$ cat src/rtl/irq_aggr_pkg.sv
package irq_aggr_pkg;

    localparam int REG_W = 16;

    typedef enum logic [1:0] {
        BANK_MASK = 2'd0,
        BANK_POL  = 2'd1,
        BANK_EOI  = 2'd2,
        BANK_MODE = 2'd3
    } bank_e;

    typedef enum logic {
        LN_IDLE = 1'b0,
        LN_HELD = 1'b1
    } line_state_e;

endpackage

$ cat src/rtl/irq_aggr_sync.sv
module irq_aggr_sync #(
    parameter int W = 64
) (
    input  logic         clk,
    input  logic         rst_n,
    input  logic [W-1:0] d,
    output logic [W-1:0] q
);

    logic [W-1:0] stage1_q;
    logic [W-1:0] stage2_q;

    always_ff @(posedge clk or negedge rst_n) begin
        if (!rst_n) begin
            stage1_q <= '0;
            stage2_q <= '0;
        end else begin
            stage1_q <= d;
            stage2_q <= stage1_q;
        end
    end

    assign q = stage2_q;

endmodule

$ cat src/rtl/irq_aggr_regs.sv
module irq_aggr_regs
    import irq_aggr_pkg::*;
#(
    parameter int NUM_LINES = 64,
    parameter int ADDR_W    = 8,
    parameter bit HAS_EOI   = 1'b1
) (
    input  logic                 clk,
    input  logic                 rst_n,
    input  logic                 bus_wr,
    input  logic [ADDR_W-1:0]    bus_addr,
    input  logic [REG_W-1:0]     bus_wdata,
    output logic [REG_W-1:0]     bus_rdata,
    output logic [NUM_LINES-1:0] mask_q,
    output logic [NUM_LINES-1:0] pol_q,
    output logic [NUM_LINES-1:0] mode_q,
    output logic [NUM_LINES-1:0] clr_hit
);

    localparam int GROUPS = (NUM_LINES + REG_W - 1) / REG_W;
    localparam int PAD_W  = GROUPS * REG_W;

    logic [PAD_W-1:0] mask_r;
    logic [PAD_W-1:0] pol_r;
    logic [PAD_W-1:0] mode_r;
    logic [PAD_W-1:0] clr_w;

    logic       addr_ok;
    logic [1:0] grp;
    bank_e      bank;

    assign grp     = bus_addr[3:2];
    assign bank    = bank_e'(bus_addr[5:4]);
    assign addr_ok = (bus_addr[ADDR_W-1:6] == '0) && (bus_addr[1:0] == 2'b00)
                     && ({1'b0, grp} < 3'(GROUPS));

    for (genvar g = 0; g < GROUPS; g++) begin : g_grp
        logic sel;
        assign sel = bus_wr && addr_ok && (grp == 2'(g));

        always_ff @(posedge clk or negedge rst_n) begin
            if (!rst_n) begin
                mask_r[g*REG_W +: REG_W] <= '1;
                pol_r[g*REG_W +: REG_W]  <= '0;
                mode_r[g*REG_W +: REG_W] <= '0;
            end else if (sel) begin
                unique case (bank)
                    BANK_MASK: mask_r[g*REG_W +: REG_W] <= bus_wdata;
                    BANK_POL:  pol_r[g*REG_W +: REG_W]  <= bus_wdata;
                    BANK_MODE: mode_r[g*REG_W +: REG_W] <= bus_wdata;
                    BANK_EOI:  ;
                endcase
            end
        end

        // Release strobe: end-of-interrupt bits, or 1->0 mask transitions
        assign clr_w[g*REG_W +: REG_W] =
            HAS_EOI ? ((sel && bank == BANK_EOI)  ? bus_wdata : '0)
                    : ((sel && bank == BANK_MASK) ? (mask_r[g*REG_W +: REG_W] & ~bus_wdata) : '0);
    end

    always_comb begin
        bus_rdata = '0;
        if (addr_ok) begin
            for (int g = 0; g < GROUPS; g++) begin
                if (grp == 2'(g)) begin
                    unique case (bank)
                        BANK_MASK: bus_rdata = mask_r[g*REG_W +: REG_W];
                        BANK_POL:  bus_rdata = pol_r[g*REG_W +: REG_W];
                        BANK_MODE: bus_rdata = mode_r[g*REG_W +: REG_W];
                        BANK_EOI:  bus_rdata = '0;
                    endcase
                end
            end
        end
    end

    assign mask_q  = mask_r[NUM_LINES-1:0];
    assign pol_q   = pol_r[NUM_LINES-1:0];
    assign mode_q  = mode_r[NUM_LINES-1:0];
    assign clr_hit = clr_w[NUM_LINES-1:0];

endmodule

$ cat src/rtl/irq_aggr_line.sv
module irq_aggr_line
    import irq_aggr_pkg::*;
(
    input  logic clk,
    input  logic rst_n,
    input  logic level,
    input  logic rise,
    input  logic clr,
    input  logic edge_mode,
    input  logic masked,
    output logic req_out,
    output logic held
);

    line_state_e state_q;
    line_state_e state_n;

    always_ff @(posedge clk or negedge rst_n) begin
        if (!rst_n) begin
            state_q <= LN_IDLE;
        end else begin
            state_q <= state_n;
        end
    end

    always_comb begin
        state_n = state_q;
        unique case (state_q)
            LN_IDLE: begin
                if (edge_mode && rise) begin
                    state_n = LN_HELD;
                end
            end
            LN_HELD: begin
                if (!edge_mode) begin
                    state_n = LN_IDLE;
                end else if (clr && !rise) begin
                    state_n = LN_IDLE;
                end
            end
        endcase
    end

    always_comb begin
        held    = (state_q == LN_HELD);
        req_out = (edge_mode ? held : level) & ~masked;
    end

endmodule

$ cat src/rtl/irq_polarity_aggr.sv
module irq_polarity_aggr
    import irq_aggr_pkg::*;
#(
    parameter int NUM_LINES = 64,
    parameter int ADDR_W    = 8,
    parameter bit HAS_EOI   = 1'b1
) (
    input  logic                 clk,
    input  logic                 rst_n,
    input  logic [NUM_LINES-1:0] irq_in,
    input  logic                 bus_wr,
    input  logic [ADDR_W-1:0]    bus_addr,
    input  logic [REG_W-1:0]     bus_wdata,
    output logic [REG_W-1:0]     bus_rdata,
    output logic [NUM_LINES-1:0] irq_out
);

    logic [NUM_LINES-1:0] mask_q;
    logic [NUM_LINES-1:0] pol_q;
    logic [NUM_LINES-1:0] mode_q;
    logic [NUM_LINES-1:0] clr_v;
    logic [NUM_LINES-1:0] sync_q;
    logic [NUM_LINES-1:0] corr;
    logic [NUM_LINES-1:0] corr_d;
    logic [NUM_LINES-1:0] rise_v;
    logic [NUM_LINES-1:0] latch_q;

    irq_aggr_regs #(
        .NUM_LINES (NUM_LINES),
        .ADDR_W    (ADDR_W),
        .HAS_EOI   (HAS_EOI)
    ) regs_i (
        .clk       (clk),
        .rst_n     (rst_n),
        .bus_wr    (bus_wr),
        .bus_addr  (bus_addr),
        .bus_wdata (bus_wdata),
        .bus_rdata (bus_rdata),
        .mask_q    (mask_q),
        .pol_q     (pol_q),
        .mode_q    (mode_q),
        .clr_hit   (clr_v)
    );

    irq_aggr_sync #(
        .W (NUM_LINES)
    ) sync_i (
        .clk   (clk),
        .rst_n (rst_n),
        .d     (irq_in),
        .q     (sync_q)
    );

    assign corr = sync_q ^ pol_q;

    always_ff @(posedge clk or negedge rst_n) begin
        if (!rst_n) begin
            corr_d <= '0;
        end else begin
            corr_d <= corr;
        end
    end

    assign rise_v = corr & ~corr_d;

    for (genvar n = 0; n < NUM_LINES; n++) begin : g_line
        irq_aggr_line line_i (
            .clk       (clk),
            .rst_n     (rst_n),
            .level     (corr[n]),
            .rise      (rise_v[n]),
            .clr       (clr_v[n]),
            .edge_mode (mode_q[n]),
            .masked    (mask_q[n]),
            .req_out   (irq_out[n]),
            .held      (latch_q[n])
        );
    end

endmodule

$ cat config.mk
export PLATFORM = sky130hd
export DESIGN_NAME = irq_polarity_aggr
export DESIGN_NICKNAME = d
export VERILOG_FILES = /design/src/rtl/irq_aggr_pkg.sv /design/src/rtl/irq_aggr_sync.sv /design/src/rtl/irq_aggr_regs.sv /design/src/rtl/irq_aggr_line.sv /design/src/rtl/irq_polarity_aggr.sv
export SDC_FILE = /design/constraint.sdc
export NUM_CORES = 1
export LEC_CHECK = 0
export ABC_AREA = 1
export BUFFER_PORTS_ARGS = -buffer_cell sky130_fd_sc_hd__buf_4
export CAP_MARGIN = 20
export CELL_PAD_IN_SITES_DETAIL_PLACEMENT = 1
export CELL_PAD_IN_SITES_GLOBAL_PLACEMENT = 1
export CORE_MARGIN = 8
export CORE_UTILIZATION = 49
export DETAILED_ROUTE_END_ITERATION = 8
export PLACE_DENSITY = 0.89
export RECOVER_POWER = 50
export SLEW_MARGIN = 20
export SYNTH_ARGS = -nofsm -noshare
export SYNTH_HDL_FRONTEND = slang
export SYNTH_SLANG_ARGS = --single-unit
$ cat constraint.sdc
create_clock -name clk -period 2.49 [get_ports clk]
set_clock_uncertainty 0.15 [all_clocks]
set_input_delay 0.1245 -clock clk [delete_from_list [all_inputs] [get_ports clk]]
set_output_delay 0.1245 -clock clk [all_outputs]
set_load 0.03 [all_outputs]
==> results of run 1 <==
final cells by class:
type	count	area (sq um)
clock inverters	22	297
flip-flops and latches	448	11300
clock buffers	65	1330
well taps	525	657
repair buffers	309	2590
diodes	3	7.51
inverters	289	1080
fillers	4386	16000
multi-input cells	1231	6080
worst min path at each step:
| stage | endpoint | slack (ns) | cells past startpoint |
|---|---|---|---|
| after floorplan | corr_d[0]$_DFF_PN0_ | -0.32 | 0 |
| after CTS | sync_i.stage1_q[2]$_DFF_PN0_ | 0.009 | 2 |
| after global placement | sync_i.q[51]$_DFF_PN0_ | -0.09 | 1 |
| after detailed placement | sync_i.stage1_q[63]$_DFF_PN0_ | -0.09 | 1 |
| after global routing | sync_i.stage1_q[18]$_DFF_PN0_ | 0.05 | 2 |
| final | sync_i.stage1_q[2]$_DFF_PN0_ | 0.05 | 2 |
sequential cells by signal (all words and copies together) (netlist names):
signal,cells
g_line.line_i.held,64
sync_i.q,64
regs_i.mode_q,64
corr_d,64
regs_i.mask_q,64
sync_i.stage1_q,64
regs_i.pol_q,64
metrics by stage:
step | power (mW) | setup TNS, ns | hold WS (ns) | utilization, % | setup WS (ns)
after global routing | 18.4 | -0.0795 | 0.0489 | 59.3 | -0.0533
after floorplan | 9.34 | 0 | -0.321 | - | 0.829
after CTS | 17.9 | 0 | 0.00863 | 59.4 | 0.0270
after detailed placement | 10.2 | 0 | -0.0906 | 53.1 | 0.342
after global placement | 10.1 | 0 | -0.0920 | 53.1 | 0.420
final | 17.9 | -0.0825 | 0.0485 | 59.3 | -0.0473
cells in the final DEF, fill, tap and decap left out:
cell and n:
inv_1 283, nand2_2 1, clkinv_2 12, dlygate4sd3_1 82
o21ai_1 210, clkbuf_4 62, o21ai_2 1, or2_2 63
a21oi_1 81, diode_2 3, nand3_1 46, clkbuf_8 9
nor2_1 74, dfstp_2 64, o22ai_1 3, clkbuf_2 3
bufinv_16 7, nand4_1 63, nor2_4 4, nand2_1 475
clkbuf_16 47, a21oi_2 1, dfrtp_1 384, buf_4 151
o211ai_1 58, buf_12 7, nor2_2 7, o21ai_0 76
xnor2_1 64, inv_2 6, nand3_2 4, inv_6 3
clkbuf_1 13
Yosys cell counts:
cell type  number
nand2_1       475
dfrtp_1       384
inv_1         283
o21ai_1       208
a21oi_1        82
nor2_1         79
o21ai_0        79
buf_4          68
dfstp_2        64
xnor2_1        64
nand4_1        63
or2_2          63
o211ai_1       58
clkbuf_1       53
nand3_1        46
buf_2          44
inv_2           6
nand3_2         4
nor2_2          4
buf_1           3
o22ai_1         3
nor2_4          2
nand2_2         1
critical path, cell delays in order (launching register included):
cell and delay, ns:
dfstp_2 0.55, inv_1 0.09, nand2_1 0.11, o21ai_0 0.13, inv_1 0.10, nand2_1 0.09
nand2_1 0.09, nor2_1 0.07, nor2_1 0.22, buf_4 0.21
what timing repair did:
action                                  CTS  global route
gates cloned                              0             0
pin swaps                                 0             1
hold endpoints to repair                527             0
resized for setup                         4             5
endpoints found under the setup margin    2             5
hold buffers                             83             0
metal layers:
metal	routed length, microns	vias to the layer above	global-route usage [%]
met5	38	-	0
met3	6980	368	7.18
li1	-	7112	-
met2	36100	1059	53.0
met1	26700	8556	37.4
met4	4950	6	18.7
power by group through the flow:
stage          logic [mW]  clock network [mW]  registers, mW
2_1_floorplan        1.40                   0           7.94
3_3_place_gp         2.10                   0           8.01
3_5_place_dp         2.20                   0           8.04
4_1_cts              2.36                7.57           7.92
5_1_grt              2.57                7.89           7.97
6_report             2.40                7.57           7.94
logic make-up (layout without fill, tap and decap cells):
kind of cell | after synthesis | count (layout)
AOI/OAI and AO/OA | 430 | 430
DFF | 448 | 448
xor gates and xnor gates | 64 | 64
buffers and inverters | 457 | 685
other | 0 | 3
and+or+nand+nor | 737 | 737
==> key figures, run 1 <==
CTS
  • H-tree Lvls: 2
  • CTS sink count: 448
  • Setup Fix Bufs, Post-CTS: 0
  • Bufs on Longest Clock Path: 3
  • Root Buffer: clkbuf_16
  • Clock transition at the registers of the reported paths: 0.07 ns
  • CTS tree: built
  • Worst skew pair latency: 0.60 ns
  • Cts bufs inserted: 47

Power and ir drop
  • Leak: 10.6 nW
  • Gate power share: 13.4%
  • Switching part of the total: 27.6%
  • Clock share of power: 42.3%
  • Seq pwr share: 44.3%
  • Worst VDD drop: 0.000554 V
  • Power per cell area: 768 nW/um^2
  • Int Power: 13.0 mW
  • NetSw: 4.95 mW

Die
  • Die area: 46,100 sq um
  • I/O Pins: 171
  • # rows: 73
  • CORE AREA: 39,400 sq um
  • Initial core utilization: 49.2%
  • Chip height: 215 microns
  • Die width: 215 microns

Route
  • Final wirelength: 74,700 microns
  • Drt drc: 0
  • Antenna Nets Post-Route: 0
  • Routed vias: 17,100
  • WL/cell: 25.8 microns
  • DRT iter0 DRCs: 1,928
  • Drt pass-1 iters: 6
  • Routed vias/inst: 5.91

Yosys
  • Cell variety after synth: 23
  • Register area share after synthesis: 58.3%
  • Synthesized area: 19,400 sq um
  • Yosys top cell by area: dfrtp_1
  • Post-Synth Simple-Gate Area: 16.5%
  • Compound-Gate Fraction of Synth Area: 11.9%
  • Post-Syn Instances: 2,136
  • Syn nets: 2,227
  • Area share of the largest cell type after synthesis: 49.6%
  • Synth Register Bits: 448
  • Top cells by area in the synthesized netlist: dfrtp_1 (50%), nand2_1 (9.2%), dfstp_2 (8.7%)
  • Proportion of synthesized area in mux cells: 0%
  • Synth Area in XOR/XNOR: 2.89%
  • Largest family of logic cells by synthesized area: simple AND/OR/NAND/NOR gates
  • Syn avg cell area: 9.07 sq um
  • Synth Area in Adders: 0%
  • Synth warn: 0

Layout
  • Layout Cells excl Fill: 2,892
  • Fin nets: 2,417
  • Share of post-route cells with drive strength above 1: 19.1%
  • Post-route cell area: 23,300 sq um
  • Layout area overhead: 20.5%

Critical path
  • Reg-to-reg endpoint: g_line[12].line_i.held$_DFF_PN0_
  • Critical R2R Launch: regs_i.pol_q[12]$_DFFE_PN0P_
  • Critical Path Sink: bus_rdata[10]
  • R2R Setup Slk: 1.00 ns
  • CP arrival: 2.26 ns
  • Kind of end point of the critical path: primary output
  • Required @ worst endpoint: 2.22 ns
  • Crit path kind: register to primary output
  • Setup crit start kind: register
  • Critical Path Fanout Max: 2
  • R2R depth: 3
  • CP Launch Point: regs_i.mask_q[42]$_DFFE_PN1P_

STA
  • Max Freq: 394 MHz
  • Slew @ Worst Pin: 1.33 ns
  • Final hold violation count: 0
  • Final Worst Setup Slack: -0.0473 ns
  • Part of the cycle the worst path needs: 102%
  • Setup violators final: 2
  • Max-slew headroom: 11.4%
  • Slew Viols, Final: 0
  • Fin crit period: 2.54 ns

Run
  • Max cap viols: 0

Run status
  • Outcome: finished, violations left
  • Failing checks: setup timing

GRT
  • Gr ovfl total: 0
  • Initial antenna violation count: 6
  • Global-route wire length before repair: 114,000 microns
  • Global Route Usage Sum: 31.8%
  • Largest net degree at the start of global routing: 98
  • Vias in the first global route: 18,900

Placed design
  • GP Congestion: 0.921
  • Area after DPL: 20,900 sq um
  • Placed instance count: 2,719
  • Port bufs: 170
  • HPWL Detailed: 47,500 microns

Worst hold path
  • Hold_sp: irq_in[2]
  • Worst hold-check path type: primary input to register
Power figures use the tool's default switching activity.
==> run 2, diff against run 1 <==
- MAX_ROUTING_LAYER: unset -> met4
- SLEW_MARGIN: 20 -> unset
==> run 2 against run 1 <==
The flow finishes with violations (slew limit, setup timing). Critical endpoint is now bus_rdata[12]. First-iteration DRC count is 3.8% higher. Critical path depth is 2 lower. Worst hold slack lost 0.021 ns. Critical path type unchanged. Highest routed layer is now met4.
==> key figures, run 2 (same netlist as run 1, synthesis figures left out) <==
STA
  • Final hold violation count: 0
  • Max-slew headroom: -1.13%
  • RSZ-0062 raised after global routing: true
  • Setup TNS: -0.0342 ns
  • Part of the cycle the worst path needs: 101%
  • Slew Viols, Final: 87
  • Min Hold Slack: 0.0270 ns
  • Max Freq: 396 MHz
  • Final Worst Setup Slack: -0.0342 ns
  • Setup violators final: 1
  • Slew @ Worst Pin: 1.52 ns
  • Fin crit period: 2.52 ns

Power and ir drop
  • Power per cell area: 775 nW/um^2
  • Seq pwr share: 43.5%
  • Worst VDD drop: 0.000560 V
  • Overall power: 18.3 mW
  • Gate power share: 13.5%
  • Int Power: 13.1 mW
  • NetSw: 5.17 mW
  • Leak: 10.7 nW
  • Clock share of power: 43.0%
  • Switching part of the total: 28.3%

Layout
  • Post-route cell area: 23,600 sq um
  • Most common cell after layout, fill and taps aside: nand2_1
  • Share of post-route cells with drive strength above 1: 19.8%
  • Layout area overhead: 21.8%
  • Most frequent cells in the layout: nand2_1 (474), dfrtp_1 (384), inv_1 (281)
  • Layout Cells excl Fill: 2,906
  • End-of-flow core utilization: 59.9%
  • Fin nets: 2,428

Route
  • Routed vias/inst: 6.06
  • Drt pass-1 iters: 6
  • DRT iter0 DRCs: 2,001
  • WL/cell: 26.9 microns
  • Final wirelength: 78,200 microns
  • Antenna Nets Post-Route: 0
  • Drt drc: 0
  • Routed vias: 17,600

Critical path
  • Crit path buffers/inverters: 2
  • Crit-path max cell delay: 0.55 ns
  • Slowest CP cell: dfstp_2
  • Crit path kind: register to primary output
  • Critical path's top delay family: flip-flops
  • CP arrival: 2.25 ns
  • Kind of end point of the critical path: primary output
  • Required @ worst endpoint: 2.22 ns
  • Setup crit start kind: register
  • Critical Path Fanout Max: 2
  • CP Cell Sequence: inv_1 > o21ai_0 > o211ai_1 > nand2_1 > nand3_2 > nor2_4 > buf_6

Die
  • Initial core utilization: 49.2%
  • # rows: 73
  • Die area: 46,100 sq um
  • CORE AREA: 39,400 sq um
  • Die width: 215 microns
  • Chip height: 215 microns
  • I/O Pins: 171

Placed design
  • Port bufs: 170
  • HPWL Detailed: 47,000 microns
  • Place WS: 0.374 ns
  • Placed instance count: 2,726
  • Area after DPL: 21,100 sq um
  • GP Congestion: 0.895

CTS
  • Root Buffer: clkbuf_16
  • Clock transition at the registers of the reported paths: 0.07 ns
  • CTS tree: built
  • CTS sink count: 448
  • H-tree Lvls: 2
  • Worst skew pair latency: 0.61 ns
  • Bufs on Longest Clock Path: 3
  • Cts bufs inserted: 49

GRT
  • Initial antenna violation count: 2
  • Gr ovfl total: 0
  • Global Route Usage Sum: 34.7%
  • Global-route wire length before repair: 120,000 microns
  • Largest net degree at the start of global routing: 91
  • Vias in the first global route: 19,400

Run status
  • Outcome: finished, violations left
  • Failing checks: slew limit, setup timing

Worst hold path
  • Worst hold-check path type: primary input to register

Run
  • Max cap viols: 0
[run 2: cell count changes in the layout (fill, tap and decap cells not counted), sizes merged]
cell / change
buf: -1
bufinv: -2
clkbuf: +17
clkinvlp: +2
dlygate4sd3: +1
inv: -3
[run 2: timing repair]
item                                    in CTS  in global routing
endpoints found under the hold margin      296                  0
cloned                                       0                  0
hold buffers                                83                  0
pin swaps                                    0                  3
gates resized for setup                      2                 27
endpoints found under the setup margin       1                  9
buffers inserted                             0                  2
[run 2: area by class of cell]
cell class | instances | area (sq um)
fill | 4368 | 15800
sequential | 448 | 11300
multi-input combinational | 1231 | 6130
timing repair buffer | 318 | 2720
clock buffer | 73 | 1470
inverter | 289 | 1090
tap | 525 | 657
clock inverter | 19 | 228
antenna | 3 | 7.51
[run 2: routing by layer]
| layer | track usage, % | vias to the layer above | wire length (microns) |
|---|---|---|---|
| li1 | - | 7124 | - |
| met1 | 39.8 | 8749 | 27500 |
| met2 | 53.9 | 1271 | 36900 |
| met3 | 8.97 | 469 | 7990 |
| met4 | 22.0 | 0 | 5820 |
| met5 | - | - | 0 |
[run 2: path summary, 6_finish.rpt]
path / startpoint / to / slack, ns / cells past startpoint
min in group asynchronous: rst_n / g_line[59].line_i.held$_DFF_PN0_ / 0.29 / 2
setup / recovery: regs_i.mask_q[44]$_DFFE_PN1P_ / bus_rdata[12] / -0.03 / 7
hold / removal: irq_in[29] / sync_i.stage1_q[29]$_DFF_PN0_ / 0.03 / 2
hold reg to reg: sync_i.stage1_q[54]$_DFF_PN0_ / sync_i.q[54]$_DFF_PN0_ / 0.18 / 0
max in group asynchronous: rst_n / regs_i.pol_q[54]$_DFFE_PN0P_ / 0.33 / 3
setup reg to reg: regs_i.pol_q[59]$_DFFE_PN0P_ / g_line[59].line_i.held$_DFF_PN0_ / 0.89 / 3
[run 2: power by group through the flow]
stage	Sequential, mW	Combinational (mW)	Clock [mW]
after floorplan	7.94	1.40	0
after global placement	8.01	2.13	0
after detailed placement	8.04	2.23	0
after CTS	7.92	2.40	7.78
after global routing	7.97	2.62	8.16
final	7.95	2.46	7.87
